## src/rtl/rx_fifo_lsr_pkg.sv

```systemverilog
package rx_fifo_lsr_pkg;
  typedef struct packed {
    logic perr;
    logic ferr;
  } rx_tag_t;
endpackage

```

## src/rtl/rxf_ctrl.sv

```systemverilog
module rxf_ctrl #(
  parameter int DEPTH = 16,
  localparam int PTR_W = $clog2(DEPTH),
  localparam int CNT_W = $clog2(DEPTH + 1)
) (
  input  logic             clk,
  input  logic             rst,
  input  logic             push_req,
  input  logic             pop_req,
  input  logic             flush,
  output logic             push_ok,
  output logic             pop_ok,
  output logic             head_chg,
  output logic             ovr_hit,
  output logic [PTR_W-1:0] wr_ptr,
  output logic [PTR_W-1:0] rd_ptr,
  output logic [PTR_W-1:0] rd_ptr_n,
  output logic [CNT_W-1:0] fill,
  output logic [CNT_W-1:0] fill_n
);
  logic             full;
  logic             empty;
  logic [PTR_W-1:0] wr_ptr_n;

  always_comb begin
    full     = (fill == CNT_W'(DEPTH));
    empty    = (fill == '0);
    push_ok  = push_req && !flush && !full;
    pop_ok   = pop_req && !flush && !empty;
    ovr_hit  = push_req && !flush && full;
    head_chg = flush || pop_ok || (push_ok && empty);
    if (flush) begin
      rd_ptr_n = wr_ptr;
      wr_ptr_n = wr_ptr;
      fill_n   = '0;
    end else begin
      rd_ptr_n = rd_ptr + PTR_W'(pop_ok);
      wr_ptr_n = wr_ptr + PTR_W'(push_ok);
      fill_n   = fill + CNT_W'(push_ok) - CNT_W'(pop_ok);
    end
  end

  always_ff @(posedge clk) begin
    if (rst) begin
      wr_ptr <= '0;
      rd_ptr <= '0;
      fill   <= '0;
    end else begin
      wr_ptr <= wr_ptr_n;
      rd_ptr <= rd_ptr_n;
      fill   <= fill_n;
    end
  end
endmodule

```

## src/rtl/rxf_store.sv

```systemverilog
module rxf_store #(
  parameter int DATA_W = 8,
  parameter int DEPTH  = 16,
  localparam int PTR_W = $clog2(DEPTH)
) (
  input  logic              clk,
  input  logic              rst,
  input  logic              we,
  input  logic [PTR_W-1:0]  waddr,
  input  logic [DATA_W-1:0] wdata,
  input  logic              re,
  input  logic [PTR_W-1:0]  raddr,
  output logic [DATA_W-1:0] rdata
);
  logic [DATA_W-1:0] mem [DEPTH];

  always_ff @(posedge clk) begin
    if (we) mem[waddr] <= wdata;
  end

  always_ff @(posedge clk) begin
    if (rst)     rdata <= '0;
    else if (re) rdata <= mem[raddr];
  end
endmodule

```

## src/rtl/rxf_tags.sv

```systemverilog
module rxf_tags
  import rx_fifo_lsr_pkg::*;
#(
  parameter int DEPTH = 16,
  localparam int PTR_W = $clog2(DEPTH)
) (
  input  logic             clk,
  input  logic             rst,
  input  logic             we,
  input  logic [PTR_W-1:0] waddr,
  input  rx_tag_t          wtag,
  input  logic [PTR_W-1:0] head_n,
  output rx_tag_t          head_tag_n
);
  rx_tag_t tags [DEPTH];

  for (genvar i = 0; i < DEPTH; i++) begin : g_slot
    always_ff @(posedge clk) begin
      if (rst)                           tags[i] <= '0;
      else if (we && waddr == PTR_W'(i)) tags[i] <= wtag;
    end
  end

  // The entry that will sit at the head after this edge may be the one
  // being written now; forward it so status needs no extra cycle.
  always_comb begin
    if (we && waddr == head_n) head_tag_n = wtag;
    else                       head_tag_n = tags[head_n];
  end
endmodule

```

## src/rtl/rxf_status.sv

```systemverilog
module rxf_status
  import rx_fifo_lsr_pkg::*;
(
  input  logic    clk,
  input  logic    rst,
  input  logic    head_chg,
  input  logic    lsr_rd,
  input  logic    ovr_hit,
  input  logic    nonempty_n,
  input  rx_tag_t head_tag_n,
  output logic    data_ready,
  output logic    overrun,
  output logic    parity_err,
  output logic    framing_err
);
  logic hide_q;
  logic hide_n;
  logic ovr_n;

  always_comb begin
    if (head_chg)    hide_n = 1'b0;
    else if (lsr_rd) hide_n = 1'b1;
    else             hide_n = hide_q;
    if (ovr_hit)     ovr_n = 1'b1;
    else if (lsr_rd) ovr_n = 1'b0;
    else             ovr_n = overrun;
  end

  always_ff @(posedge clk) begin
    if (rst) begin
      hide_q      <= 1'b0;
      data_ready  <= 1'b0;
      overrun     <= 1'b0;
      parity_err  <= 1'b0;
      framing_err <= 1'b0;
    end else begin
      hide_q      <= hide_n;
      data_ready  <= nonempty_n;
      overrun     <= ovr_n;
      parity_err  <= nonempty_n && head_tag_n.perr && !hide_n;
      framing_err <= nonempty_n && head_tag_n.ferr && !hide_n;
    end
  end
endmodule

```

## src/rtl/rx_fifo_lsr.sv

```systemverilog
module rx_fifo_lsr
  import rx_fifo_lsr_pkg::*;
#(
  parameter int DATA_W = 8,
  parameter int DEPTH  = 16
) (
  input  logic              clk,
  input  logic              rst,
  input  logic              char_valid,
  input  logic [DATA_W-1:0] char_data,
  input  logic              char_perr,
  input  logic              char_ferr,
  input  logic              fifo_flush,
  input  logic              rd_data_en,
  output logic [DATA_W-1:0] rd_data,
  input  logic              lsr_rd,
  output logic              data_ready,
  output logic              overrun,
  output logic              parity_err,
  output logic              framing_err
);
  localparam int PTR_W = $clog2(DEPTH);
  localparam int CNT_W = $clog2(DEPTH + 1);

  logic             push_ok;
  logic             pop_ok;
  logic             head_chg;
  logic             ovr_hit;
  logic [PTR_W-1:0] wr_ptr;
  logic [PTR_W-1:0] rd_ptr;
  logic [PTR_W-1:0] rd_ptr_n;
  logic [CNT_W-1:0] fill_cnt;
  logic [CNT_W-1:0] fill_n;
  rx_tag_t          in_tag;
  rx_tag_t          head_tag_n;

  assign in_tag = '{perr: char_perr, ferr: char_ferr};

  rxf_ctrl #(.DEPTH(DEPTH)) ctrl_i (
    .clk, .rst,
    .push_req(char_valid), .pop_req(rd_data_en), .flush(fifo_flush),
    .push_ok, .pop_ok, .head_chg, .ovr_hit,
    .wr_ptr, .rd_ptr, .rd_ptr_n,
    .fill(fill_cnt), .fill_n
  );

  rxf_store #(.DATA_W(DATA_W), .DEPTH(DEPTH)) store_i (
    .clk, .rst,
    .we(push_ok), .waddr(wr_ptr), .wdata(char_data),
    .re(pop_ok), .raddr(rd_ptr), .rdata(rd_data)
  );

  rxf_tags #(.DEPTH(DEPTH)) tags_i (
    .clk, .rst,
    .we(push_ok), .waddr(wr_ptr), .wtag(in_tag),
    .head_n(rd_ptr_n), .head_tag_n
  );

  rxf_status status_i (
    .clk, .rst, .head_chg, .lsr_rd, .ovr_hit,
    .nonempty_n(fill_n != '0), .head_tag_n,
    .data_ready, .overrun, .parity_err, .framing_err
  );
endmodule

```

## config.mk

```make
export PLATFORM = sky130hd
export DESIGN_NAME = rx_fifo_lsr
export DESIGN_NICKNAME = d
export VERILOG_FILES = /design/src/rtl/rx_fifo_lsr_pkg.sv /design/src/rtl/rxf_ctrl.sv /design/src/rtl/rxf_store.sv /design/src/rtl/rxf_tags.sv /design/src/rtl/rxf_status.sv /design/src/rtl/rx_fifo_lsr.sv
export SDC_FILE = /design/constraint.sdc
export NUM_CORES = 1
export LEC_CHECK = 0
export BUFFER_PORTS_ARGS = -buffer_cell sky130_fd_sc_hd__buf_2
export CAP_MARGIN = 15
export CELL_PAD_IN_SITES_DETAIL_PLACEMENT = 2
export CELL_PAD_IN_SITES_GLOBAL_PLACEMENT = 2
export CORE_MARGIN = 3
export CORE_UTILIZATION = 31
export CTS_CLUSTER_SIZE = 28
export DETAILED_ROUTE_END_ITERATION = 8
export PLACE_DENSITY_LB_ADDON = 0.05
export SETUP_SLACK_MARGIN = 0.15
export SYNTH_ARGS = -nofsm -noshare
export SYNTH_HDL_FRONTEND = slang
export SYNTH_SLANG_ARGS = --single-unit
export TNS_END_PERCENT = 20
```

## constraint.sdc

```tcl
create_clock -name clk -period 3.76 [get_ports clk]
set_clock_uncertainty 0.15 [all_clocks]
set_input_delay 0.376 -clock clk [delete_from_list [all_inputs] [get_ports clk]]
set_output_delay 0.376 -clock clk [all_outputs]
set_load 0.01 [all_outputs]
```

# Yosys cells after proc, flatten, opt, wreduce, memory -nomap -nowiden
# Memory sizes are Yosys's and may differ from the RTL's. A register that Yosys moved wholly into a read port is not among the register bits.
# Index checks and enable logic that the tools add are counted.
# classes
reduce_logical	37
n_bitwise	16
n_addsub	4
n_eq_ne	17
muxes	75
# ops
op	n
two-way mux 1 bit	56
two-way mux 2 bit	17
equality test 4 bit (second input constant)	8
logical AND 1 bit	27
equality test 4 x 3 -> 1 bit (second input constant)	4
bitwise OR 1 bit	16
adder 4 x 1 -> 4 bit	2
equality test 4 x 2 -> 1 bit (second input constant)	2
adder 5 x 1 -> 5 bit	1
equality test 5 bit (second input constant)	1
logical NOT 5 bit	1
two-way mux 5 bit	1
nonzero test 5 bit	1
subtractor 5 x 1 -> 5 bit	1
equality test 4 x 1 -> 1 bit (second input constant)	1
equality test 4 bit	1
logical NOT 1 bit	4
logical NOT 4 bit	1
two-way mux 4 bit	1
logical OR 1 bit	2
nonzero test 2 bit	1
# word_totals
output_inout_bits	12
reg_bits	18
mem_count	2
inputBits	16
word_cells	159
ramBits	160
# mem_list
memory	depth	word_bits	read_ports	rd_clocked_by_memory_dff	wr	line	source
store_i.mem	16	8	1	1	1	rxf_store.sv:15	logic [DATA_W-1:0] mem [DEPTH];
tags_i.tags	16	2	1	0	16	rxf_tags.sv:15	rx_tag_t tags [DEPTH];

# Logic depth before layout (Yosys ltp)
# logic_depth
ltp_word	10
depth_mapped	16
depth_no_buf	16

# By module
# From an unflattened synthesis, not the netlist that was laid out.
# hier_totals
cells_unflattened	567
area_unflattened_um2	8060.2
# by_module_without_submodules
mod	instances	area_each_um2	cells_each
rxf_store	1	5343.9	316
rxf_tags	1	1706.6	135
rxf_ctrl	1	833.3	100
rxf_status	1	163.9	13
rx_fifo_lsr	1	12.5	3

# Least setup slack after synthesis
# OpenSTA, ideal clock, no wires.
# synth_timing
kind	reg-to-reg
start	reg ctrl_i.fill[2]
end	reg status_i.parity_err
t_required_ns	3.494
t_arrival_ns	2.797
path_stages_with_launch	13
setup_slack_ns	0.697
path_buffers	0
setup_ns	0.116
path_cell_list	dfxtp_1 inv_1 ha_1 nor4b_1 nand2b_1 nor2_4 ha_1 mux2i_4 mux4_1 nand4_1 nand4_1 mux2i_1 nor2b_1
# synth_via
elab_chain_cells	10
word_cells_on_any_way	23
classes_between	3 x add/sub; 2 x eq/ne; 4 x mux; 13 x reduce/logical; 1 x memory
# synth_lines
item	line	source
from (decl)	rxf_ctrl.sv:18	output logic [CNT_W-1:0] fill,
from (signal assigned)	rxf_ctrl.sv:51	fill <= fill_n;
branches (longest 9 deep; another with adder 5 x 1 -> 5 bit)	n/a	
logical AND 1 bit (*)	rxf_status.sv:40	parity_err <= nonempty_n && head_tag_n.perr && !hide_n;
to (signal assigned)	rxf_status.sv:40	
to (decl)	rxf_status.sv:13	output logic parity_err,
# Every way passes the cells marked *.
# A chain may end at the register's enable or synchronous reset.

# Worst setup path in the final report
# Same ends and word-level chain as after synthesis.

==> run summary <==
status: finished clean
RSZ-0062 raised after global routing: no
Cell Pwr Density: 500 mW/mm^2
yosys warns: 0
LEAKAGE: 3.16 nW
Yosys top cell by area: edfxtp_1
GP Congestion: 0.722
fin crit period: 3.28 ns
Synth async-reset ratio: 0
largest net degree at the start of global routing: 39
final layout net count: 517
Final Hold Viols: 0
Setup TNS Final: 0 ns
register area share after synthesis: 0.675
routed vias/inst: 4.92
most instantiated library cell after synthesis: edfxtp_1
Rows: 57
Slew Limit Fails: 0
Req. time, crit path: 3.94 ns
Die Area: 0.0274 sq mm
global-route wire length before repair: 28800 um
routed wire length: 18900 um
initial core utilization: 0.319
Worst path max stage delay: 0.61 ns
GRT Util Overall: 0.147
CP bufs+invs: 1
Hold WC Path Type: in -> reg
FF/Latch Area: 0.00533 sq mm
met2 WL post-DR: 9020 um
Num CTS Buffers: 17
cells after synthesis: 462
adder-cell share of the synthesized area: 0.0168
mux cell area share after synthesis: 0.176
Iter 0 DRT Violations: 242
crit-path max FO: 9
most frequent cells after synthesis: edfxtp_1, nor2_1, mux4_1
highest metal used: met4
Hold-fix buffers, CTS: 0
crit path capture type: flop
Post-DRT Antenna Nets: 0
vias in the first global route: 4450
DR vias: 4075
Buffers on Ports: 27
compound-gate portion of the synthesized area: 0.0114
largest family of logic cells by synthesized area: multiplexers
Post-Syn Area: 0.00788 sq mm
Synth Area in XOR/XNOR: 0.0133
Routed met3 length: 408 um
initial antenna violation count: 0
Yosys reg bits: 186
fin util: 0.364
I/O Pins: 28
Synth top area share: 0.609
syn_nets: 488
filler cell count: 2484
Detailed Routing Iterations Pass 1: 4
core footprint: 0.0247 sq mm
syn avg cell area: 17.1 sq um
Die H: 165 um
H-tree levels: 4
post-DP HPWL: 13100 um
commonest register cell after synthesis: edfxtp_1
Reg clk slew, reported paths: 0.08 ns
EDFF count, synth: 160
drt drc: 0
Synth cell types: 44
clock buffer depth: 2
slew margin rel.: 0.461
clock latency on the worst-skew pair: 0.44 ns
area growth from synthesis to layout: 13.8%
period utilization: 0.873
VDD IR-drop max: 0.332 mV
Worst path slowest cell: mux4_1
Worst-Margin Slew: 0.809 ns
Avg WL per Cell: 22.8 um
CTS tree: yes
worst path cell trace: inv_1, ha_1, nor4b_1, nand2b_1, nor2_4, ha_1, mux2i_4, mux4_1, nand4_1, nand4_1, mux2i_1, nor2b_1
ANT cells: 0
number of post-CTS setup repair buffers: 0
root buffer cell: clkbuf_16
non-filler cells, final: 828
Synth area leaders: edfxtp_1, mux4_1, dfxtp_1, mux4_2, nor2_1
global route total overflow: 0
simple-gate area share of the yosys netlist: 0.0786
Resized Gates After CTS: 0
maxcap violations: 0
WL met1: 9270 um
critical path class: reg -> reg
footprint of the multi-input gates: 0.00235 sq mm
layout cell share with drive strength beyond 1: 0.187
critical path launch point type: flop
Data arrival, critical path: 3.47 ns
clk sinks: 186
hold slack: 0.0831 ns
dpl cells: 796
Finish-stage setup viols: 0
die width: 165 um
Fmax: 305 MHz
CP delay by family, top: multiplexers
## worst reg2reg max path, delay by kind of cell (launching register included)
kind,cells,cell delay (ns)
mux,3,1.21
simple gates,6,0.93
fa+ha+maj,2,0.48
flops,1,0.33
buf+inv,1,0.07
## per-layer routing
layer / global-route usage / vias to the layer above
met5: 0 / -
met4: 0.0386 / 0
met3: 0.0287 / 11
met2: 0.232 / 46
met1: 0.209 / 2176
li1: - / 1842
## where the power goes
group	total (mW)	internal (mW)	leakage (nW)	switching, mW
registers	2.30	2.27	1.69	0.0250
clock network	1.86	0.917	0.301	0.942
logic	0.323	0.141	1.17	0.182
## final timing paths
check,start,slack (ns),cells after the start,end
max,ctrl_i.fill[2],0.48,12,status_i.parity_err
min,lsr_rd,0.08,3,status_i.overrun
max reg2reg,ctrl_i.fill[2],0.48,12,status_i.parity_err
min reg2reg,status_i.overrun,0.34,2,status_i.overrun
## layout by cell type (no fill, tap or decap), types with 2 or more instances in the layout
| cell | count |
|---|---|
| nand2_1 | 19 |
| a21oi_1 | 4 |
| mux2i_1 | 14 |
| xor2_1 | 7 |
| xnor2_1 | 5 |
| inv_8 | 6 |
| mux2_2 | 2 |
| inv_6 | 2 |
| inv_1 | 22 |
| nand4_1 | 6 |
| nand2b_1 | 20 |
| mux4_1 | 29 |
| edfxtp_1 | 160 |
| and3_1 | 2 |
| mux2i_4 | 2 |
| inv_12 | 2 |
| o211ai_1 | 4 |
| nor2b_1 | 6 |
| clkinv_8 | 4 |
| buf_2 | 27 |
| clkbuf_16 | 17 |
| dfxtp_1 | 25 |
| and2_1 | 2 |
| nor2_1 | 57 |
| buf_4 | 7 |
| ha_1 | 9 |
| mux4_2 | 19 |
| nand3_1 | 4 |
## kinds of logic after synthesis
kind of cell             after synthesis
multiplexers                          66
flip-flops                           186
XOR/XNOR                              12
adder cells (fa/ha/maj)               10
AND/OR/NAND/NOR                      127
buffers and inverters                 47
AO/OA/AOI/OAI                         14
## stage by stage
step,power [mW],setup slack (ns),area (sq um)
after floorplan,2.55,0.697,7880
final,4.48,0.476,8970
after CTS,4.54,0.351,8950
after detailed placement,2.67,0.379,8340
after global placement,2.66,0.450,8340
after global routing,4.66,0.166,8970
## cell type report
cell class,count,area share
Sequential cell,186,0.594
Timing Repair Buffer,34,0.0209
Inverter,23,0.00962
Tap cell,324,0.0452
Clock buffer,17,0.0474
Multi-Input combinational cell,229,0.262
Clock inverter,15,0.0209
## flip-flops by register name, summed over array words and instances, names as in the netlist
| register | flops |
|---|---|
| ctrl_i.fill | 5 |
| ctrl_i.rd_ptr | 4 |
| ctrl_i.wr_ptr | 4 |
| status_i.data_ready | 1 |
| status_i.framing_err | 1 |
| status_i.hide_q | 1 |
| status_i.overrun | 1 |
| status_i.parity_err | 1 |
| store_i.mem | 128 |
| store_i.rdata | 8 |
| tags_i.tags | 32 |
Note: power is estimated with default switching activity, not from simulation.
